<file path="src/rtl/ee3w_pkg.sv">
package ee3w_pkg;

    typedef enum logic [1:0] {
        OP_READ  = 2'd0,
        OP_WRITE = 2'd1,
        OP_WREN  = 2'd2,
        OP_WRDIS = 2'd3
    } ee_op_e;

    typedef enum logic [2:0] {
        ST_IDLE,
        ST_CLK_LO,
        ST_CLK_HI,
        ST_FRAME_END,
        ST_GAP,
        ST_WAIT_BUSY,
        ST_WAIT_READY,
        ST_DONE
    } ee_state_e;

endpackage

</file>
<file path="src/rtl/ee3w_half_tick.sv">
module ee3w_half_tick #(
    parameter int HALF_DIV = 4
) (
    input  logic clk,
    input  logic rst_n,
    input  logic run_i,
    output logic tick_o
);
    localparam int CW = (HALF_DIV > 1) ? $clog2(HALF_DIV) : 1;
    localparam logic [CW-1:0] LAST = CW'(HALF_DIV - 1);

    logic [CW-1:0] cnt_q;

    always_ff @(posedge clk) begin
        if (!rst_n || !run_i) begin
            cnt_q <= '0;
        end else if (cnt_q == LAST) begin
            cnt_q <= '0;
        end else begin
            cnt_q <= cnt_q + 1'b1;
        end
    end

    assign tick_o = run_i && (cnt_q == LAST);
endmodule

</file>
<file path="src/rtl/ee3w_poll_timer.sv">
module ee3w_poll_timer #(
    parameter int LIMIT = 500000
) (
    input  logic clk,
    input  logic rst_n,
    input  logic run_i,
    output logic expire_o
);
    localparam int CW = $clog2(LIMIT + 1);
    localparam logic [CW-1:0] LAST = CW'(LIMIT - 1);

    logic [CW-1:0] cnt_q;

    always_ff @(posedge clk) begin
        if (!rst_n || !run_i) begin
            cnt_q <= '0;
        end else if (cnt_q != LAST) begin
            cnt_q <= cnt_q + 1'b1;
        end
    end

    assign expire_o = run_i && (cnt_q == LAST);
endmodule

</file>
<file path="src/rtl/ee3w_master.sv">
module ee3w_master
    import ee3w_pkg::*;
#(
    parameter int HALF_DIV    = 4,
    parameter int TIMEOUT_CYC = 500000,
    parameter int ADDR_W      = 6,
    parameter int DATA_W      = 16
) (
    input  logic              clk,
    input  logic              rst_n,
    input  logic              start_i,
    input  logic [1:0]        op_i,
    input  logic [ADDR_W-1:0] addr_i,
    input  logic [DATA_W-1:0] wdata_i,
    input  logic              prog_en_i,
    output logic [DATA_W-1:0] rdata_o,
    output logic              done_o,
    output logic              busy_o,
    output logic              timeout_o,
    output logic              cs_o,
    output logic              sck_o,
    output logic              sdo_o,
    input  logic              sdi_i,
    output logic              prog_en_o
);
    localparam int CMD_BITS = 3 + ADDR_W;
    localparam int CMD_PAD  = (8 - (CMD_BITS % 8)) % 8;
    localparam int CMD_W    = CMD_BITS + CMD_PAD;
    localparam int FRAME_W  = CMD_W + DATA_W;
    localparam int CNT_W    = $clog2(FRAME_W);

    ee_state_e state_q, state_d;
    ee_op_e    op_q;

    logic [FRAME_W-1:0] shreg_q;
    logic [CNT_W-1:0]   bitcnt_q;
    logic [DATA_W-1:0]  rx_q;
    logic               tick, expire;

    // frame assembly for a new request
    logic [FRAME_W-1:0] frame_d;
    logic [CNT_W-1:0]   last_idx_d;
    logic [1:0]         code_d;
    logic [ADDR_W-1:0]  field_d;
    logic [DATA_W-1:0]  payload_d;

    always_comb begin
        payload_d  = '0;
        last_idx_d = CNT_W'(FRAME_W - 1);
        unique case (ee_op_e'(op_i))
            OP_READ: begin
                code_d  = 2'b10;
                field_d = addr_i;
            end
            OP_WRITE: begin
                code_d    = 2'b01;
                field_d   = addr_i;
                payload_d = wdata_i;
            end
            OP_WREN: begin
                code_d     = 2'b00;
                field_d    = {2'b11, {(ADDR_W-2){1'b0}}};
                last_idx_d = CNT_W'(CMD_W - 1);
            end
            OP_WRDIS: begin
                code_d     = 2'b00;
                field_d    = '0;
                last_idx_d = CNT_W'(CMD_W - 1);
            end
        endcase
        frame_d = '0;
        frame_d[CMD_BITS+DATA_W-1:DATA_W] = {1'b1, code_d, field_d};
        frame_d[DATA_W-1:0] = payload_d;
    end

    ee3w_half_tick #(.HALF_DIV(HALF_DIV)) u_tick (
        .clk    (clk),
        .rst_n  (rst_n),
        .run_i  ((state_q != ST_IDLE) && (state_q != ST_DONE)),
        .tick_o (tick)
    );

    ee3w_poll_timer #(.LIMIT(TIMEOUT_CYC)) u_timer (
        .clk      (clk),
        .rst_n    (rst_n),
        .run_i    ((state_q == ST_WAIT_BUSY) || (state_q == ST_WAIT_READY)),
        .expire_o (expire)
    );

    // state register
    always_ff @(posedge clk) begin
        if (!rst_n) state_q <= ST_IDLE;
        else        state_q <= state_d;
    end

    // next state
    always_comb begin
        state_d = state_q;
        unique case (state_q)
            ST_IDLE:       if (start_i) state_d = ST_CLK_LO;
            ST_CLK_LO:     if (tick) state_d = ST_CLK_HI;
            ST_CLK_HI:     if (tick) state_d = (bitcnt_q == '0) ? ST_FRAME_END : ST_CLK_LO;
            ST_FRAME_END:  state_d = (op_q == OP_WRITE) ? ST_GAP : ST_DONE;
            ST_GAP:        if (tick) state_d = ST_WAIT_BUSY;
            ST_WAIT_BUSY:  if (expire) state_d = ST_DONE;
                           else if (!sdi_i) state_d = ST_WAIT_READY;
            ST_WAIT_READY: if (expire || sdi_i) state_d = ST_DONE;
            ST_DONE:       state_d = ST_IDLE;
        endcase
    end

    // outputs and datapath
    always_ff @(posedge clk) begin
        if (!rst_n) begin
            op_q      <= OP_READ;
            shreg_q   <= '0;
            bitcnt_q  <= '0;
            rx_q      <= '0;
            rdata_o   <= '0;
            timeout_o <= 1'b0;
            cs_o      <= 1'b0;
            sck_o     <= 1'b0;
            sdo_o     <= 1'b0;
            prog_en_o <= 1'b0;
        end else begin
            prog_en_o <= prog_en_i;
            unique case (state_q)
                ST_IDLE: begin
                    if (start_i) begin
                        op_q      <= ee_op_e'(op_i);
                        shreg_q   <= frame_d;
                        bitcnt_q  <= last_idx_d;
                        timeout_o <= 1'b0;
                        cs_o      <= 1'b1;
                        sck_o     <= 1'b0;
                        sdo_o     <= frame_d[FRAME_W-1];
                    end
                end
                ST_CLK_LO: begin
                    if (tick) sck_o <= 1'b1;
                end
                ST_CLK_HI: begin
                    if (tick) begin
                        sck_o <= 1'b0;
                        if (op_q == OP_READ && bitcnt_q < CNT_W'(DATA_W))
                            rx_q <= {rx_q[DATA_W-2:0], sdi_i};
                        if (bitcnt_q != '0) begin
                            shreg_q  <= shreg_q << 1;
                            sdo_o    <= shreg_q[FRAME_W-2];
                            bitcnt_q <= bitcnt_q - 1'b1;
                        end
                    end
                end
                ST_FRAME_END: begin
                    cs_o  <= 1'b0;
                    sdo_o <= 1'b0;
                    if (op_q == OP_READ) rdata_o <= rx_q;
                end
                ST_GAP: begin
                    if (tick) cs_o <= 1'b1;
                end
                ST_WAIT_BUSY: begin
                    if (expire) begin
                        cs_o      <= 1'b0;
                        timeout_o <= 1'b1;
                    end
                end
                ST_WAIT_READY: begin
                    if (expire) begin
                        cs_o      <= 1'b0;
                        timeout_o <= !sdi_i;
                    end else if (sdi_i) begin
                        cs_o <= 1'b0;
                    end
                end
                ST_DONE: ;
            endcase
        end
    end

    assign done_o = (state_q == ST_DONE);
    assign busy_o = (state_q != ST_IDLE);
endmodule

</file>
<file path="config.mk">
export PLATFORM = sky130hd
export DESIGN_NAME = ee3w_master
export DESIGN_NICKNAME = d
export VERILOG_FILES = /design/src/rtl/ee3w_pkg.sv /design/src/rtl/ee3w_half_tick.sv /design/src/rtl/ee3w_poll_timer.sv /design/src/rtl/ee3w_master.sv
export SDC_FILE = /design/constraint.sdc
export NUM_CORES = 1
export LEC_CHECK = 0
export ABC_AREA = 1
export BUFFER_PORTS_ARGS = -buffer_cell sky130_fd_sc_hd__buf_2
export CORE_MARGIN = 3
export CORE_UTILIZATION = 62
export DETAILED_ROUTE_END_ITERATION = 7
export GPL_ROUTABILITY_DRIVEN = 1
export PLACE_DENSITY = 0.84
export SLEW_MARGIN = 15
export SYNTH_ARGS = -nofsm -noshare
export SYNTH_HDL_FRONTEND = slang
export SYNTH_SLANG_ARGS = --single-unit
</file>
<file path="constraint.sdc">
create_clock -name clk -period 3.6 [get_ports clk]
set_clock_uncertainty 0.05 [all_clocks]
set_input_delay 0.36 -clock clk [delete_from_list [all_inputs] [get_ports clk]]
set_output_delay 0.36 -clock clk [all_outputs]
set_load 0.1 [all_outputs]
</file>
==> Word-level counts from Yosys, hierarchy flattened <==
Cells that the tools add are included.
W data, S select, Z words.
{ "op_classes": {"addsub": 3, "magnitude_cmp": 1, "n_eq_ne": 25, "n_mux": 37, "n_reduce_logical": 35} }
{ "ops": {"columns": ["op", "n"], "rows": [
  ["$mux W31", 3],
  ["$pmux W31 S2", 1],
  ["$pmux W3 S8", 1],
  ["$mux W3", 7],
  ["$mux W5", 4],
  ["$add A19 B1 Y19 const B", 1],
  ["$eq A19 B19 Y1 const B", 1],
  ["$ne A19 B19 Y1 const B", 1],
  ["$pmux W6 S3", 1],
  ["$mux W16", 1],
  ["$reduce_and A4 Y1", 4],
  ["$ne A2 B2 Y1 const B", 7],
  ["$eq A3 B3 Y1 const B", 4],
  ["$reduce_bool A3 Y1", 4],
  ["$mux W1", 11],
  ["$pmux W5 S2", 1],
  ["$reduce_bool A5 Y1", 2],
  ["$ne A3 B3 Y1 const B", 3],
  ["$pmux W1 S3", 3],
  ["$eq A2 B2 Y1 const B", 3],
  ["$eq A3 B2 Y1 const B", 2],
  ["$pmux W2 S3", 1],
  ["$reduce_and A6 Y1", 1],
  ["$reduce_or A2 Y1", 3],
  ["18 further kinds", 31]
]} }
{ "totals": {"ff_bits": 99, "inputBits": 29, "out_inout_bits": 23, "elab_cells": 114} }

==> Longest topological paths before layout <==
Gate-level depths: netlist of the first run.
{ "depth": {"depth_word": 6, "ltp_mapped": 11, "depth_no_buf": 11} }

==> By module <==
Synthesis of the first run repeated with hierarchy kept, for this count alone.
{ "unflattened": {"cells_unflattened": 716, "area_unflattened_um2": 4804.6} }
{ "modules_own_cells": {"columns": ["mod", "instances", "cells_each", "area_each_um2", "seq_area_each_um2"], "rows": [
  ["ee3w_master", 1, 540, 3643.5, 1561.5],
  ["ee3w_poll_timer", 1, 166, 1076.0, 380.4],
  ["ee3w_half_tick", 1, 10, 85.1, 40.0]
]} }

==> Worst setup path before layout of the first run <==
Ideal clock, no wire load.
{ "synth_timing": {"path_kind": "register to register", "start": "register state_q[1]", "end": "register u_tick.cnt_q[0]", "setup_ns": 0.113, "arrival_time_ns": 2.089, "t_required_ns": 3.437, "slack_ns": 1.349, "stages_incl_launch_ff": 7, "path_buffers": 1, "synth_period_minus_slack_ns": 2.251, "path_cell_list": "dfxtp_1 > buf_4 > nand2_1 > nor2_1 > nor3_1 > nand2_1 > nor2_1"} }
{ "synth_via": {"elab_chain_cells": 5, "word_cells_on_any_way": 6, "cone_classes": "eq/ne (1); reduce/logical (5)"} }
{ "synth_lines": {"columns": ["item", "line", "rtl"], "rows": [
  ["start: declaration", "ee3w_master.sv:32", "ee_state_e state_q, state_d;"],
  ["start signal: assignment", "ee3w_master.sv:93", "else state_q <= state_d;"],
  ["$ne A3 B3 Y1 / $reduce_bool A3 Y1 (equally long branches)", "ee3w_master.sv:79", ".run_i ((state_q != ST_IDLE) && (state_q != ST_DONE)),"],
  ["$logic_and A1 B1 Y1 (*)", "ee3w_master.sv:79", null],
  ["$logic_not A1 Y1 (*)", "ee3w_half_tick.sv:15", "if (!rst_n || !run_i) begin"],
  ["$logic_or A1 B1 Y1 (*)", "ee3w_half_tick.sv:15", null],
  ["$reduce_or A2 Y1 (no line) (*)", null, null],
  ["end signal: assignment", "ee3w_half_tick.sv:20", "cnt_q <= cnt_q + 1'b1;"],
  ["end: declaration", "ee3w_half_tick.sv:12", "logic [CW-1:0] cnt_q;"]
]} }
Mark *: on every way between the ends. The rest lies on a longest branch, timed or not.
A chain may end at the register's enable or synchronous reset.

==> Worst setup path in the final report of the first run <==
{ "layout_timing": {"start": "register state_q[1]", "end": "register shreg_q[25]"} }
{ "layout_via": {"elab_chain_cells": 5, "word_cells_on_any_way": 12, "cone_classes": "eq/ne (5); mux (1); reduce/logical (6)"} }
{ "layout_lines": {"columns": ["item", "line", "rtl"], "rows": [
  ["$ne A3 B3 Y1 / $reduce_bool A3 Y1 (equally long branches)", "ee3w_master.sv:79", null],
  ["$logic_and A1 B1 Y1", "ee3w_master.sv:79", null],
  ["$logic_and A1 B1 Y1", "ee3w_half_tick.sv:24", "assign tick_o = run_i && (cnt_q == LAST);"],
  ["$ne A2 B2 Y1 (no line)", null, null],
  ["$reduce_and A4 Y1 (no line)", null, null],
  ["end signal: assignment", "ee3w_master.sv:131", "shreg_q <= frame_d;"],
  ["end signal: assignment", "ee3w_master.sv:148", "shreg_q <= shreg_q << 1;"],
  ["end: declaration", "ee3w_master.sv:35", "logic [FRAME_W-1:0] shreg_q;"]
]} }
Parallel ways exist; a longest one is shown, timed or not.

==> flow_summary.toml, run 1 <==
[worst_setup_path]
cpMostUsedCell = "nand2_1"
slowest_delay_ns = 0.55
path_cells = "nand3_4 -> inv_2 -> nand2_1 -> nand2_1 -> nand2_2 -> inv_4 -> nand2_2 -> inv_2 -> nand2_1 -> a21oi_1"
worstPathMaxFanout = 52
arrival_ns = 2.81
critPathSlowestCell = "dfxtp_1"
critPathTopFamily = "buffers and inverters"
required_ns = 3.85
endpoint_kind = "flip-flop"
cp_num_buf_inv = 3
cp-start-kind = "flip-flop"
crit_type = "reg -> reg"

[route]
routed_wirelength_um = 8760
route.vias.total = 3782
wl_per_cell_um = 12.6
drc = 0
ant_nets = 0
first_iter_violations = 183
dr.pass1.iters = 5
viasPerCell = 5.45

[grt]
grt_max_degree = 66
grt_pass1_vias = 3395
grt_usage_pct = 23.6
grt_overflow = 0
antenna_found_initial = 0
grt_pass1_wl_um = 14800

[sta]
rsz0062_at_grt = "false"
post-route-min-period_ns = 2.56
relSlewSlack_pct = 64.8
fmax_mhz = 391
worstMarginPinSlew_ns = 0.528
final_max_slew_viol_count = 0
finalSetupViolCount = 0
fin_hold_ws_ns = 0.125
hold_viol = 0
min_period_over_period_pct = 71.1
timing.setup.tns_ns = 0
fin_ws_ns = 1.04

[synth]
postSynthCellCount = 573
ys_seq_area_share_pct = 46.5
synth_top_area_share_pct = 46.5
synth_top_family_by_area = "simple AND/OR/NAND/NOR gates"
synthXorXnorAreaFrac_pct = 0.822
synth_fa_ha_area_share_pct = 1.17
yosys.cell_count.top_type = "nor2_1"
synth_compound_area_share_pct = 18.2
yosysUniqueCellTypes = 38
ys_async_sr_fraction_pct = 0
ys_dominant_reg_cell = "dfxtp_1"
synth.ff_latch_count = 99
syn_nets = 606
synth_enable_flop_cells = 0
synth_top_area_cell = "dfxtp_1"
synthTopCellsByCount = "114 x nor2_1, 99 x dfxtp_1, 83 x nand2_1, 61 x o21ai_0, 48 x a21oi_1"
synthSimpleGateAreaFrac_pct = 26.4
synth.avg_cell_area_sq_um = 7.44
yosys-top-cells-area = "dfxtp_1 46%, nor2_1 10%, nand2_1 7.3%, o21ai_0 7.2%, a21oi_1 5.6%"
synth_area_sq_um = 4260
ys_warn_count = 0
muxShareOfSynthArea_pct = 0

[place]
numPortBuffers = 51
post-place-ws_ns = 1.10
gp_congestion = 0.879
place_area_sq_um = 4490
dp_hpwl_um = 5970

[finish]
syn_to_final_growth_pct = 10.2
nNetsFinal = 645
drive_gt1_share_pct = 14.9
stdcell_area_sq_um = 4700
num_antenna_cells = 0

[run]
cap_violations = 0

[cts]
post_cts_buffers = 0
cts_sinks = 99
cts.htree.levels = 3
hold_buffers = 0
clock_path_buffers = 2
cts_tree = "done"
cts_buffers = 9
clk_latency_ns = 0.36
clkTransAtPathRegs_ns = 0.09
clockRootBuffer = "clkbuf_8"
ctsResizeCount = 0

[run_status]
outcome = "finished, final reports clean"

[die]
die_area_sq_um = 7910
die_h_um = 88.9
core_sq_um = 6490
start_util_pct = 65.6
io_pins = 52
rows = 29
die_x_um = 88.9

[power]
leakagePower_uw = 0.00192
powerDensity_nw_per_um2 = 738
peakVddDrop_v = 0.000484

[hold_path]
hold_path.class = "in -> reg"
==> cell usage in the layout, fill, tap and decap left out, types with 3 or more instances in the layout <==
master / n
o21ai_1: 4
nand3_1: 35
buf_2: 51
inv_2: 6
nand4_1: 3
inv_1: 34
a21oi_1: 48
a22oi_1: 15
o21ai_0: 61
clkbuf_8: 11
or2_2: 7
nand2_1: 83
ha_1: 4
nor2_1: 114
dfxtp_1: 99
nor3_1: 7
o211a_1: 6
==> power breakdown <==
part | switching [uW] | leakage [uW] | total [uW] | internal (uW)
Clock | 384 | 0.000106 | 746 | 362
Combinational | 998 | 0.00101 | 1330 | 329
Sequential | 110 | 0.000807 | 1390 | 1280
==> registers in the layout (all words and copies together) (netlist names) <==
register and flops:
bitcnt_q 5, cs_o 1, sck_o 1, op_q 2
prog_en_o 1, timeout_o 1, rx_q 16, state_q 3
u_tick.cnt_q 2, u_timer.cnt_q 19, shreg_q 31, sdo_o 1
rdata_o 16
==> metrics by stage <==
step                instances  util, %  total power, uW
finish                    694     72.3             3460
global route              694     72.3             3690
CTS                       694     72.3             3470
detailed placement        678     69.1             2730
global placement          678     69.1             2690
floorplan                 573        -             2590
==> worst min-delay path: stages <==
cell and delay [ns]:
buf_2 0.07, nand2_1 0.04, inv_1 0.04
==> kinds of logic (layout without fill, tap and decap cells) <==
family | after synthesis | after routing
AND/OR/NAND/NOR | 262 | 262
flip-flops | 99 | 99
AO/OA/AOI/OAI | 139 | 139
buffers and inverters | 65 | 109
adder cells (fa/ha/maj) | 4 | 4
XOR/XNOR | 4 | 4
==> layout make-up <==
cell class | instances | area (sq um)
Fill cell | 547 | 1800
Clock buffer | 11 | 151
Inverter | 41 | 156
Tap cell | 77 | 96.3
Sequential cell | 99 | 1980
Timing Repair Buffer | 52 | 263
Multi-Input combinational cell | 409 | 1990
Clock inverter | 5 | 60.1
==> worst paths after layout <==
| path | from | end | slack [ns] | depth (start not counted) |
|---|---|---|---|---|
| setup / recovery | state_q[1]$_SDFFE_PN0P_ | shreg_q[25]$_SDFFE_PN0P_ | 1.04 | 10 |
| hold / removal | prog_en_i | prog_en_o$_SDFF_PN0_ | 0.13 | 3 |
| setup reg to reg | state_q[1]$_SDFFE_PN0P_ | shreg_q[25]$_SDFFE_PN0P_ | 1.04 | 10 |
| hold reg to reg | u_tick.cnt_q[0]$_SDFF_PP0_ | u_tick.cnt_q[0]$_SDFF_PP0_ | 0.37 | 1 |
==> layer usage <==
metal / vias to the layer above / track usage (%) / part of all wire, %
li1: 1973 / - / -
met1: 1716 / 29.8 / 46
met2: 78 / 40.2 / 48
met3: 15 / 5.44 / 4.1
met4: 0 / 6.73 / 1.2
met5: - / 0 / 0
Note: power is estimated with default switching activity, not from simulation.
==> run 2: changes to the inputs <==
--- a/config.mk
+++ b/config.mk
@@ -8,10 +8,10 @@
 export ABC_AREA = 1
 export BUFFER_PORTS_ARGS = -buffer_cell sky130_fd_sc_hd__buf_2
 export CORE_MARGIN = 3
-export CORE_UTILIZATION = 62
+export CORE_UTILIZATION = 52
 export DETAILED_ROUTE_END_ITERATION = 7
 export GPL_ROUTABILITY_DRIVEN = 1
-export PLACE_DENSITY = 0.84
+export PLACE_DENSITY = 0.75
 export SLEW_MARGIN = 15
 export SYNTH_ARGS = -nofsm -noshare
 export SYNTH_HDL_FRONTEND = slang
==> constraint.sdc (replaced) <==
create_clock -name clk -period 2.3 [get_ports clk]
set_clock_uncertainty 0.05 [all_clocks]
set_input_delay 0.23 -clock clk [delete_from_list [all_inputs] [get_ports clk]]
set_output_delay 0.23 -clock clk [all_outputs]
set_load 0.1 [all_outputs]
==> flow_summary.toml, run 2 (synthesis results as in run 1) <==
[route]
wl_per_cell_um = 12.1
routed_wirelength_um = 8780
route.vias.total = 3791
dr.pass1.iters = 5
viasPerCell = 5.24
drc = 0
ant_nets = 0
first_iter_violations = 120

[grt]
grt_pass1_wl_um = 14800
grt_overflow = 0
grt_pass1_vias = 3506
grt_max_degree = 66
grt_usage_pct = 19.9
antenna_found_initial = 0

[sta]
relSlewSlack_pct = 64.6
final_max_slew_viol_count = 0
worstMarginPinSlew_ns = 0.531
timing.setup.tns_ns = 0
rsz0062_at_grt = "false"
min_period_over_period_pct = 88.6
fmax_mhz = 491
hold_viol = 0
finalSetupViolCount = 0
post-route-min-period_ns = 2.04

[power]
peakVddDrop_v = 0.000978
powerDensity_nw_per_um2 = 1150
leakagePower_uw = 0.00196
power.total_uw = 5520

[worst_setup_path]
reg2reg_from = "state_q[1]$_SDFFE_PN0P_"
worstPathMaxFanout = 34
arrival_ns = 2.28
cp-start-kind = "flip-flop"
crit_type = "reg -> reg"
required_ns = 2.54
endpoint_kind = "flip-flop"
cp-startpoint = "state_q[1]$_SDFFE_PN0P_"

[die]
die_h_um = 96.5
die_x_um = 96.5
core_sq_um = 7850
die_area_sq_um = 9320
start_util_pct = 54.3
rows = 32
io_pins = 52

[finish]
drive_gt1_share_pct = 15.3
largest_register = "shreg_q"
final_cell_mix = "114 x nor2_1, 99 x dfxtp_1, 83 x nand2_1"
largest_reg_flops = 31
final_common_cell = "nor2_1"
num-fill-cells = 771
nNetsFinal = 651
fin_util_pct = 60.9
largest_registers = "shreg_q (31), u_timer.cnt_q (19)"
syn_to_final_growth_pct = 12.1
num_antenna_cells = 0

[run_status]
outcome = "finished, final reports clean"

[place]
dp_hpwl_um = 6130
numPortBuffers = 51
gp_congestion = 0.856

[cts]
clk_latency_ns = 0.35
cts_tree = "done"
ctsResizeCount = 0
clockRootBuffer = "clkbuf_8"
cts_sinks = 99
cts.htree.levels = 3
clkTransAtPathRegs_ns = 0.09
cts_buffers = 9
clock_path_buffers = 2

[hold_path]
hold_path.class = "in -> reg"
min_from = "wdata_i[0]"

[run]
cap_violations = 0
[run 2: worst max-delay path: stages (launching register included)]
cell	delay, ns
dfxtp_1	0.56
nand3_4	0.24
inv_2	0.13
nand2_1	0.06
nand2_1	0.07
nand2_2	0.08
inv_4	0.24
buf_4	0.27
o21ai_0	0.10
a21oi_1	0.16
[run 2: metal layers]
layer,global-route usage (%),vias up,part of all wire (%)
li1,-,1989,-
met4,5.26,0,1.3
met5,0,-,0
met2,35.5,78,49
met3,4.96,10,4.4
met1,23.7,1714,45
[run 2: power by group]
group          internal [uW]  switching (uW)  total (uW)
Combinational            560            1570        2130
Clock                    639             560        1200
Sequential              2010             177        2180
[run 2: path summary, 6_finish.rpt]
kind,endpoint,slack [ns],cells past startpoint
worst min register to register,u_tick.cnt_q[0]$_SDFF_PP0_,0.38,1
worst max-delay path,shreg_q[6]$_SDFFE_PN0P_,0.26,9
worst min-delay path,shreg_q[0]$_SDFFE_PN0P_,0.08,3
worst max register to register,shreg_q[6]$_SDFFE_PN0P_,0.26,9
[run 2: cell type report]
class	instances	area [sq um]	area share, %
multi-input combinational	409	1990	41.6
sequential	99	1980	41.5
timing repair buffer	58	310	6.49
inverter	41	156	3.27
clock buffer	11	141	2.96
tap	102	128	2.67
clock inverter	4	73.8	1.54
[run 2: repair_timing]
action	in CTS	in global routing
buffers inserted	0	0
hold endpoints to repair	1	0
hold buffers	1	0
[run 2: stage by stage]
step                      instance area, sq um  instances  hold WS [ns]  worst slack (ns)
after floorplan                           4260        573         0.278            0.0487
after global placement                    4550        708         0.356             0.405
after detailed placement                  4550        708         0.366             0.288
after CTS                                 4780        724        0.0701             0.269
after global routing                      4780        724         0.104            0.0417
final                                     4780        724        0.0781             0.262
